--- src/rtl/remap_pkg.sv ---
package remap_pkg;
  localparam int ADDR_W   = 32;
  localparam int BASE_LSB = 12;
  localparam int CODE_W   = 5;
  localparam int CODE_MIN = 3;
  localparam int CODE_MAX = 22;
  localparam int CODE_OFS = 9;
  localparam int NBANK    = 2;
  localparam int SH_W     = $clog2(ADDR_W) + 1;
  localparam int GAP_W    = BASE_LSB - CODE_W;

  typedef struct packed {
    logic [ADDR_W-1:BASE_LSB] base;
    logic [CODE_W-1:0]        code;
  } remap_reg_t;
endpackage

--- src/rtl/remap_access.sv ---
module remap_access (
  input  logic acc_en,
  input  logic acc_wr,
  input  logic priv,
  input  logic nonsec,
  input  logic sec_wr_lock,
  output logic undef,
  output logic wr_sec,
  output logic wr_ns,
  output logic rd_ok
);
  logic locked_wr;
  always_comb begin
    locked_wr = acc_wr && !nonsec && sec_wr_lock;
    undef     = acc_en && (!priv || locked_wr);
    wr_sec    = acc_en && priv && acc_wr && !nonsec && !sec_wr_lock;
    wr_ns     = acc_en && priv && acc_wr && nonsec;
    rd_ok     = acc_en && priv && !acc_wr;
  end
endmodule

--- src/rtl/remap_bank.sv ---
module remap_bank
  import remap_pkg::*;
(
  input  logic       clk,
  input  logic       rst_n,
  input  logic       wr_sec,
  input  logic       wr_ns,
  input  remap_reg_t wval,
  output remap_reg_t sec_q,
  output remap_reg_t ns_q
);
  remap_reg_t        store [NBANK];
  logic [NBANK-1:0]  we;

  assign we = {wr_ns, wr_sec};

  for (genvar g = 0; g < NBANK; g++) begin : g_copy
    always_ff @(posedge clk or negedge rst_n) begin
      if (!rst_n)    store[g] <= '0;
      else if (we[g]) store[g] <= wval;
    end
  end

  assign sec_q = store[0];
  assign ns_q  = store[1];
endmodule

--- src/rtl/remap_match.sv ---
module remap_match
  import remap_pkg::*;
(
  input  remap_reg_t        cfg,
  input  logic [ADDR_W-1:0] addr,
  output logic              hit,
  output logic [ADDR_W-1:0] region_bytes
);
  logic              code_ok;
  logic [SH_W-1:0]   sh;
  logic [ADDR_W-1:0] mask, full_base;

  always_comb begin
    code_ok      = (cfg.code >= CODE_W'(CODE_MIN)) && (cfg.code <= CODE_W'(CODE_MAX));
    sh           = SH_W'(cfg.code) + SH_W'(CODE_OFS);
    region_bytes = code_ok ? (ADDR_W'(1) << sh) : '0;
    mask         = ~(region_bytes - ADDR_W'(1));
    full_base    = {cfg.base, {BASE_LSB{1'b0}}};
    hit          = code_ok && ((addr & mask) == (full_base & mask));
  end
endmodule

--- src/rtl/periph_remap_bank.sv ---
module periph_remap_bank
  import remap_pkg::*;
(
  input  logic              clk,
  input  logic              rst_n,
  input  logic              acc_en,
  input  logic              acc_wr,
  input  logic [ADDR_W-1:0] acc_wdata,
  output logic [ADDR_W-1:0] acc_rdata,
  input  logic              priv,
  input  logic              nonsec,
  input  logic              sec_wr_lock,
  output logic              undef,
  input  logic [ADDR_W-1:0] addr,
  output logic              hit,
  output logic [ADDR_W-1:0] region_bytes
);
  logic       wr_sec, wr_ns, rd_ok;
  remap_reg_t wval, sec_q, ns_q, active;

  remap_access u_acc (
    .acc_en(acc_en), .acc_wr(acc_wr), .priv(priv), .nonsec(nonsec),
    .sec_wr_lock(sec_wr_lock), .undef(undef), .wr_sec(wr_sec),
    .wr_ns(wr_ns), .rd_ok(rd_ok)
  );

  assign wval.base = acc_wdata[ADDR_W-1:BASE_LSB];
  assign wval.code = acc_wdata[CODE_W-1:0];

  remap_bank u_bank (
    .clk(clk), .rst_n(rst_n), .wr_sec(wr_sec), .wr_ns(wr_ns),
    .wval(wval), .sec_q(sec_q), .ns_q(ns_q)
  );

  assign active    = nonsec ? ns_q : sec_q;
  assign acc_rdata = rd_ok ? {active.base, {GAP_W{1'b0}}, active.code} : '0;

  remap_match u_match (
    .cfg(active), .addr(addr), .hit(hit), .region_bytes(region_bytes)
  );
endmodule

--- config.mk ---
export PLATFORM = sky130hd
export DESIGN_NAME = periph_remap_bank
export DESIGN_NICKNAME = d
export VERILOG_FILES = /design/src/rtl/remap_pkg.sv /design/src/rtl/remap_access.sv /design/src/rtl/remap_bank.sv /design/src/rtl/remap_match.sv /design/src/rtl/periph_remap_bank.sv
export SDC_FILE = /design/constraint.sdc
export NUM_CORES = 1
export LEC_CHECK = 0
export BUFFER_PORTS_ARGS = -buffer_cell sky130_fd_sc_hd__buf_2
export CORE_UTILIZATION = 56
export DETAILED_ROUTE_END_ITERATION = 6
export PLACE_DENSITY = 0.94
export SLEW_MARGIN = 20
export SYNTH_ARGS = -nofsm -noshare
export SYNTH_HDL_FRONTEND = slang
export SYNTH_HIERARCHICAL = 1
export SYNTH_SLANG_ARGS = --single-unit
--- constraint.sdc ---
create_clock -name clk -period 8.4 [get_ports clk]
set_clock_uncertainty 0.15 [all_clocks]
set_input_delay 1.68 -clock clk [delete_from_list [all_inputs] [get_ports clk]]
set_output_delay 1.68 -clock clk [all_outputs]
set_load 0.1 [all_outputs]
==> flow_metrics.tcl, run 1 <==
set metrics [dict create \
    synth-main-ff-cell "dfrtp_1" \
    synth_xor_area_share_pct 5.965 \
    yosysSeqAreaShare_pct 30.43 \
    grt_pass1_wl_um 15890 \
    min_period_ps 7309 \
    routed_wirelength_um 10000 \
    diodes 0 \
    cts.repair.resized 0 \
    hold_buffers 0 \
    power_density_mw_per_mm2 235.3 \
    synth_top_family_by_area "multiplexers" \
    final_cell_mix "103 x buf_2, 61 x mux2_4, 50 x dfrtp_1, 23 x and2_1, 21 x conb_1" \
    ioPinCount 137 \
    cts-root-buf "clkbuf_8" \
    start_util_pct 59.21 \
    std_cell_rows 30 \
    fmax_mhz 136.8 \
    cp-end-kind "output port" \
    required_ps 6570 \
    path_class "in -> out" \
    hp-class "reg -> reg" \
    slew_headroom_pct 32.43 \
    netlist_area_mm2 0.004111 \
    cp.arrival_ps 5480 \
    nFillCells 538 \
    routedWlPerCell_um 17.67 \
    design_area_mm2 0.004687 \
    clkSlewWorstSetupHoldPaths_ps 90 \
    synth_cell_types 68 \
    ir_drop_v 0.0001485 \
    final_common_cell "buf_2" \
    die_h_um 87.69 \
    dr_total_vias 3249 \
    leakage_nw 2.300 \
    numCtsBuffers 5 \
    synth-simple-area-share_pct 18.05 \
    reg2reg_to "u_bank/sec_q[20]" \
    cap_violations 0 \
    dp_hpwl_um 7505 \
    maxSlewViolCount 0 \
    clkSinkCount 50 \
    synth_compound_area_share_pct 8.004 \
    cp-start-kind "primary input" \
    dr.first_iter.drc_count 253 \
    grt_usage_pct 26.94 \
    routabilityCongestion 0.9149 \
    dr.pass1.iters 7 \
    gr-total-overflow 0 \
    clockBufferDepth 2 \
    htree_levels 2 \
    async_reset_ff_share_pct 100.0 \
    drc 1 \
    postPlaceCellArea_mm2 0.004547 \
    hold_path.startpoint "u_bank/ns_q[6]" \
    grt_pass1_vias 3225 \
    fin_nets 542 \
    netlist_instances 374 \
    synth_warnings 6 \
    synth_seq_cells 50 \
    worstPathMaxFanout 17 \
    antenna_found_initial 0 \
    fin_crit_sh_pct 87.02 \
    setup_tns_ps 0 \
    cts_tree "built" \
    tightestPinTransition_ps 1011 \
    post_cts_buffers 0 \
    antenna_left 0 \
    r2r_setup_slack_ps 7440 \
    core_area_mm2 0.006944 \
    yosys.area_share.adder_pct 0.6086 \
    reg2reg_depth 1 \
    synth.avg_cell_area_um2 10.99 \
    dieArea_mm2 0.007689 \
    grt_max_degree 51 \
    io_buffers 104 \
    worst_hold_path.endpoint "u_bank/ns_q[6]" \
    setup_viol 0 \
    hold_depth 1 \
    violations "DRC" \
    synth_edf_count 0 \
    r2r-start "u_bank/sec_q[20]" \
    vias_per_cell 5.740 \
    muxShareOfSynthArea_pct 26.99 \
    status "finished with violations" \
    rsz0062_at_grt "false" \
    syn2layout_area_growth_pct 14.00 \
    clk_latency_ps 300 \
    die_width_um 87.69 \
    drive_gt1_share_pct 47.23 \
    hold_violations 0 \
]
cell usage after synthesis (all sizes together), types with 5 or more instances:
master | count | share of area, %
and2 | 25 | 3.9
nor2 | 20 | 1.9
inv | 8 | 0.73
nand3 | 10 | 1.2
a21oi | 8 | 1.2
o21ai | 9 | 1.1
xor2 | 15 | 3.2
nand2 | 20 | 1.9
mux2 | 75 | 26
or3 | 5 | 0.76
nor3 | 7 | 0.97
buf | 36 | 8.8
xnor2 | 13 | 2.8
and3 | 6 | 1.1
dfrtp | 50 | 30
final cells by class:
cell class	count	area (um2)	area share, %
repair buffers	108	553.0	11.80
clock inverters	3	68.82	1.468
multi-input cells	296	2595	55.37
flip-flops and latches	50	1251	26.70
well taps	96	120.1	2.563
clock buffers	5	68.82	1.468
inverters	8	30.03	0.6407
registers in the layout (all words and copies together), names as in the netlist:
register      cells
u_bank/sec_q     25
u_bank/ns_q      25
cell families (layout without fill, tap and decap cells):
kind of cell / count (synthesis) / after routing
muxes: 79 / 79
DFF: 50 / 50
xor gates and xnor gates: 28 / 28
and+or+nand+nor: 123 / 123
AOI/OAI and AO/OA: 43 / 43
buffers and inverters: 46 / 124
other: 3 / 21
adders and majority gates: 2 / 2
report_power, final:
part / internal (mW) / switching (mW) / leakage [nW]
Clock: 0.119 / 0.0860 / 0.0683
Combinational: 0.216 / 0.353 / 1.63
Sequential: 0.295 / 0.0336 / 0.607
critical path, cell delays in order:
cell	delay [ps]
buf_2	160
mux2_4	420
inv_2	150
nor2_1	60
ha_1	430
nand2b_1	340
or3_1	180
a31o_2	240
nand4_1	150
or3_1	400
xor2_1	150
a221o_1	390
nor4_4	240
buf_2	460
worst max path at each step:
stage / startpoint / endpoint / slack (ps) / depth (start not counted)
global route: nonsec / hit / 910 / 14
CTS: nonsec / hit / 1130 / 14
floorplan: nonsec / hit / 1 / 14
finish: nonsec / hit / 1090 / 14
detailed placement: nonsec / hit / 1140 / 14
global placement: nonsec / hit / 1160 / 14
metal layers:
layer / wire, um / track usage [%]
met1: 4137 / 35.24
met3: 787 / 5.090
met2: 4836 / 44.96
met4: 238 / 9.091
met5: 0 / 0
per-stage QoR:
stage / cells / power [mW] / util, % / setup slack [ps] / hold slack, ps
CTS: 566 / 1.097 / 67.46 / 1133 / 372.5
detailed placement: 558 / 0.8916 / 65.48 / 1139 / 346.2
finish: 566 / 1.103 / 67.50 / 1091 / 368.3
global placement: 558 / 0.8755 / 65.48 / 1159 / 333.9
floorplan: 392 / 0.8037 / - / 1.477 / 324.9
global route: 566 / 1.153 / 67.50 / 911.9 / 384.1
(Power assumes the default switching activity.)
==> run 2, diff against run 1 <==
--- a/config.mk
+++ b/config.mk
@@ -6,8 +6,11 @@
 export NUM_CORES = 1
 export LEC_CHECK = 0
 export BUFFER_PORTS_ARGS = -buffer_cell sky130_fd_sc_hd__buf_2
+export CORE_ASPECT_RATIO = 0.5
 export CORE_UTILIZATION = 56
+export CTS_CLUSTER_DIAMETER = 120
 export DETAILED_ROUTE_END_ITERATION = 6
+export MAX_ROUTING_LAYER = met4
 export PLACE_DENSITY = 0.94
 export SLEW_MARGIN = 20
 export SYNTH_ARGS = -nofsm -noshare
==> flow_metrics.tcl, run 2 (same netlist as run 1, synthesis figures left out) <==
set metrics [dict create \
    status "complete, no violations" \
    die_h_um 62.59 \
    worstPathMaxFanout 12 \
    cts-root-buf "clkbuf_16" \
    p_int_mw 0.6518 \
    gr-total-overflow 0 \
    rsz0062_at_grt "false" \
    final_cell_mix "103 x buf_2, 61 x mux2_4, 50 x dfrtp_1, 23 x and2_1, 21 x conb_1" \
    dieArea_mm2 0.007710 \
    final_common_cell "buf_2" \
    cts_tree "built" \
    setup_tns_ps 0 \
    grt_pass1_vias 3121 \
    setup_viol 0 \
    htree_levels 2 \
    nFillCells 522 \
    die_width_um 123.2 \
    cp_cell_sequence "buf_2 -> mux2_2 -> inv_1 -> nor2_1 -> ha_1 -> nand2b_1 -> or3_1 -> a31o_2 -> nand4_1 -> or3_1 -> xor2_1 -> a221o_1 -> nor4_4 -> buf_2" \
    cp-end-kind "output port" \
    power_density_mw_per_mm2 241.6 \
    core_area_mm2 0.006884 \
    diodes 0 \
    antenna_found_initial 0 \
    syn2layout_area_growth_pct 14.55 \
    multi_input_area_mm2 0.002595 \
    cap_violations 0 \
    path_class "in -> out" \
    ioPinCount 137 \
    dr.pass1.iters 5 \
    power_frac_clock_pct 20.0 \
    worst-path-buf-inv 3 \
    grt_pass1_wl_um 16470 \
    total_power_mw 1.138 \
    clockBufferDepth 2 \
    hold_buffers 0 \
    ff_latch_area_mm2 0.001251 \
    clkSinkCount 50 \
    dpl_worst_slack_ps 1001 \
    dr.first_iter.drc_count 347 \
    crit_path_top_delay_cell "buf_2" \
    slew_headroom_pct 30.89 \
    combPwrFrac_pct 50.8 \
    timing.final.ws_setup_ps 903.0 \
    slowest_delay_ps 460 \
    ir_drop_v 0.0001527 \
    cts.repair.resized 0 \
    grt_max_degree 51 \
    power_switching_mw 0.4861 \
    path_delay_family "simple AND/OR/NAND/NOR gates" \
    post_cts_buffers 0 \
    min_period_ps 7497 \
    dr_total_vias 3267 \
    maxSlewViolCount 0 \
    io_buffers 104 \
    grt_usage_pct 29.32 \
    fin_crit_sh_pct 89.25 \
    antenna_left 0 \
    clkSlewWorstSetupHoldPaths_ps 60 \
    dp_hpwl_um 7834 \
    numCtsBuffers 5 \
    std_cell_rows 21 \
    start_util_pct 59.72 \
    required_ps 6570 \
    routedWlPerCell_um 18.98 \
    switching_share_pct 42.72 \
    routabilityCongestion 0.9434 \
    p_seq_share_pct 29.2 \
    fmax_mhz 133.4 \
    routed_wirelength_um 10670 \
    clk_latency_ps 290 \
    vias_per_cell 5.813 \
    cp-start-kind "primary input" \
    leakage_nw 2.316 \
    tightestPinTransition_ps 1034 \
    hp-class "reg -> reg" \
    hold_violations 0 \
    cp.arrival_ps 5670 \
    drc 0 \
    drive_gt1_share_pct 47.23 \
    fin_nets 542 \
]
run 2: cell count changes in the layout (fill, tap and decap cells not counted):
cell	previous run	this run
clkbuf_16	0	5
clkbuf_8	5	0
clkinv_2	0	2
bufinv_16	2	1
clkinv_4	1	0
run 2: final timing paths:
path,cells past startpoint,endpoint,slack (ps),from
setup / recovery,14,hit,900,nonsec
hold / removal,1,u_bank/ns_q[2],360,u_bank/ns_q[2]
setup reg to reg,1,u_bank/ns_q[21],7450,u_bank/ns_q[21]
hold reg to reg,1,u_bank/ns_q[2],360,u_bank/ns_q[2]
max in group asynchronous,1,u_bank/ns_q[15],6420,rst_n
min in group asynchronous,1,u_bank/ns_q[5],1250,rst_n
run 2: metrics by stage:
step | cells | utilization (%) | hold WS [ps] | cell area [um2]
final | 562 | 68.41 | 359.8 | 4710
after global routing | 562 | 68.41 | 387.4 | 4710
after CTS | 562 | 68.38 | 359.7 | 4707
after detailed placement | 554 | 65.98 | 344.2 | 4542
after global placement | 554 | 65.98 | 334.5 | 4542
after floorplan | 392 | - | 324.9 | 4228
run 2: cell type report:
class,instances,area share [%]
sequential,50,26.57
inverter,8,0.6376
clock buffer,5,2.657
timing repair buffer,108,11.74
tap,92,2.444
multi-input combinational,296,55.10
clock inverter,3,0.8502
run 2: routing by layer:
| layer | GRT usage [%] | part of all wire, % | vias to the layer above |
|---|---|---|---|
| li1 | - | - | 1470 |
| met1 | 38.30 | 42 | 1594 |
| met2 | 46.09 | 47 | 178 |
| met3 | 5.566 | 8.5 | 25 |
| met4 | 9.187 | 2.3 | 0 |
| met5 | - | 0 | - |
run 2: power by group through the flow:
| stage | logic [mW] | clock network (mW) | registers (mW) |
|---|---|---|---|
| finish | 0.579 | 0.227 | 0.332 |
| global placement | 0.555 | 0 | 0.327 |
| CTS | 0.569 | 0.228 | 0.331 |
| global route | 0.609 | 0.240 | 0.337 |
| floorplan | 0.484 | 0 | 0.320 |
| detailed placement | 0.566 | 0 | 0.334 |
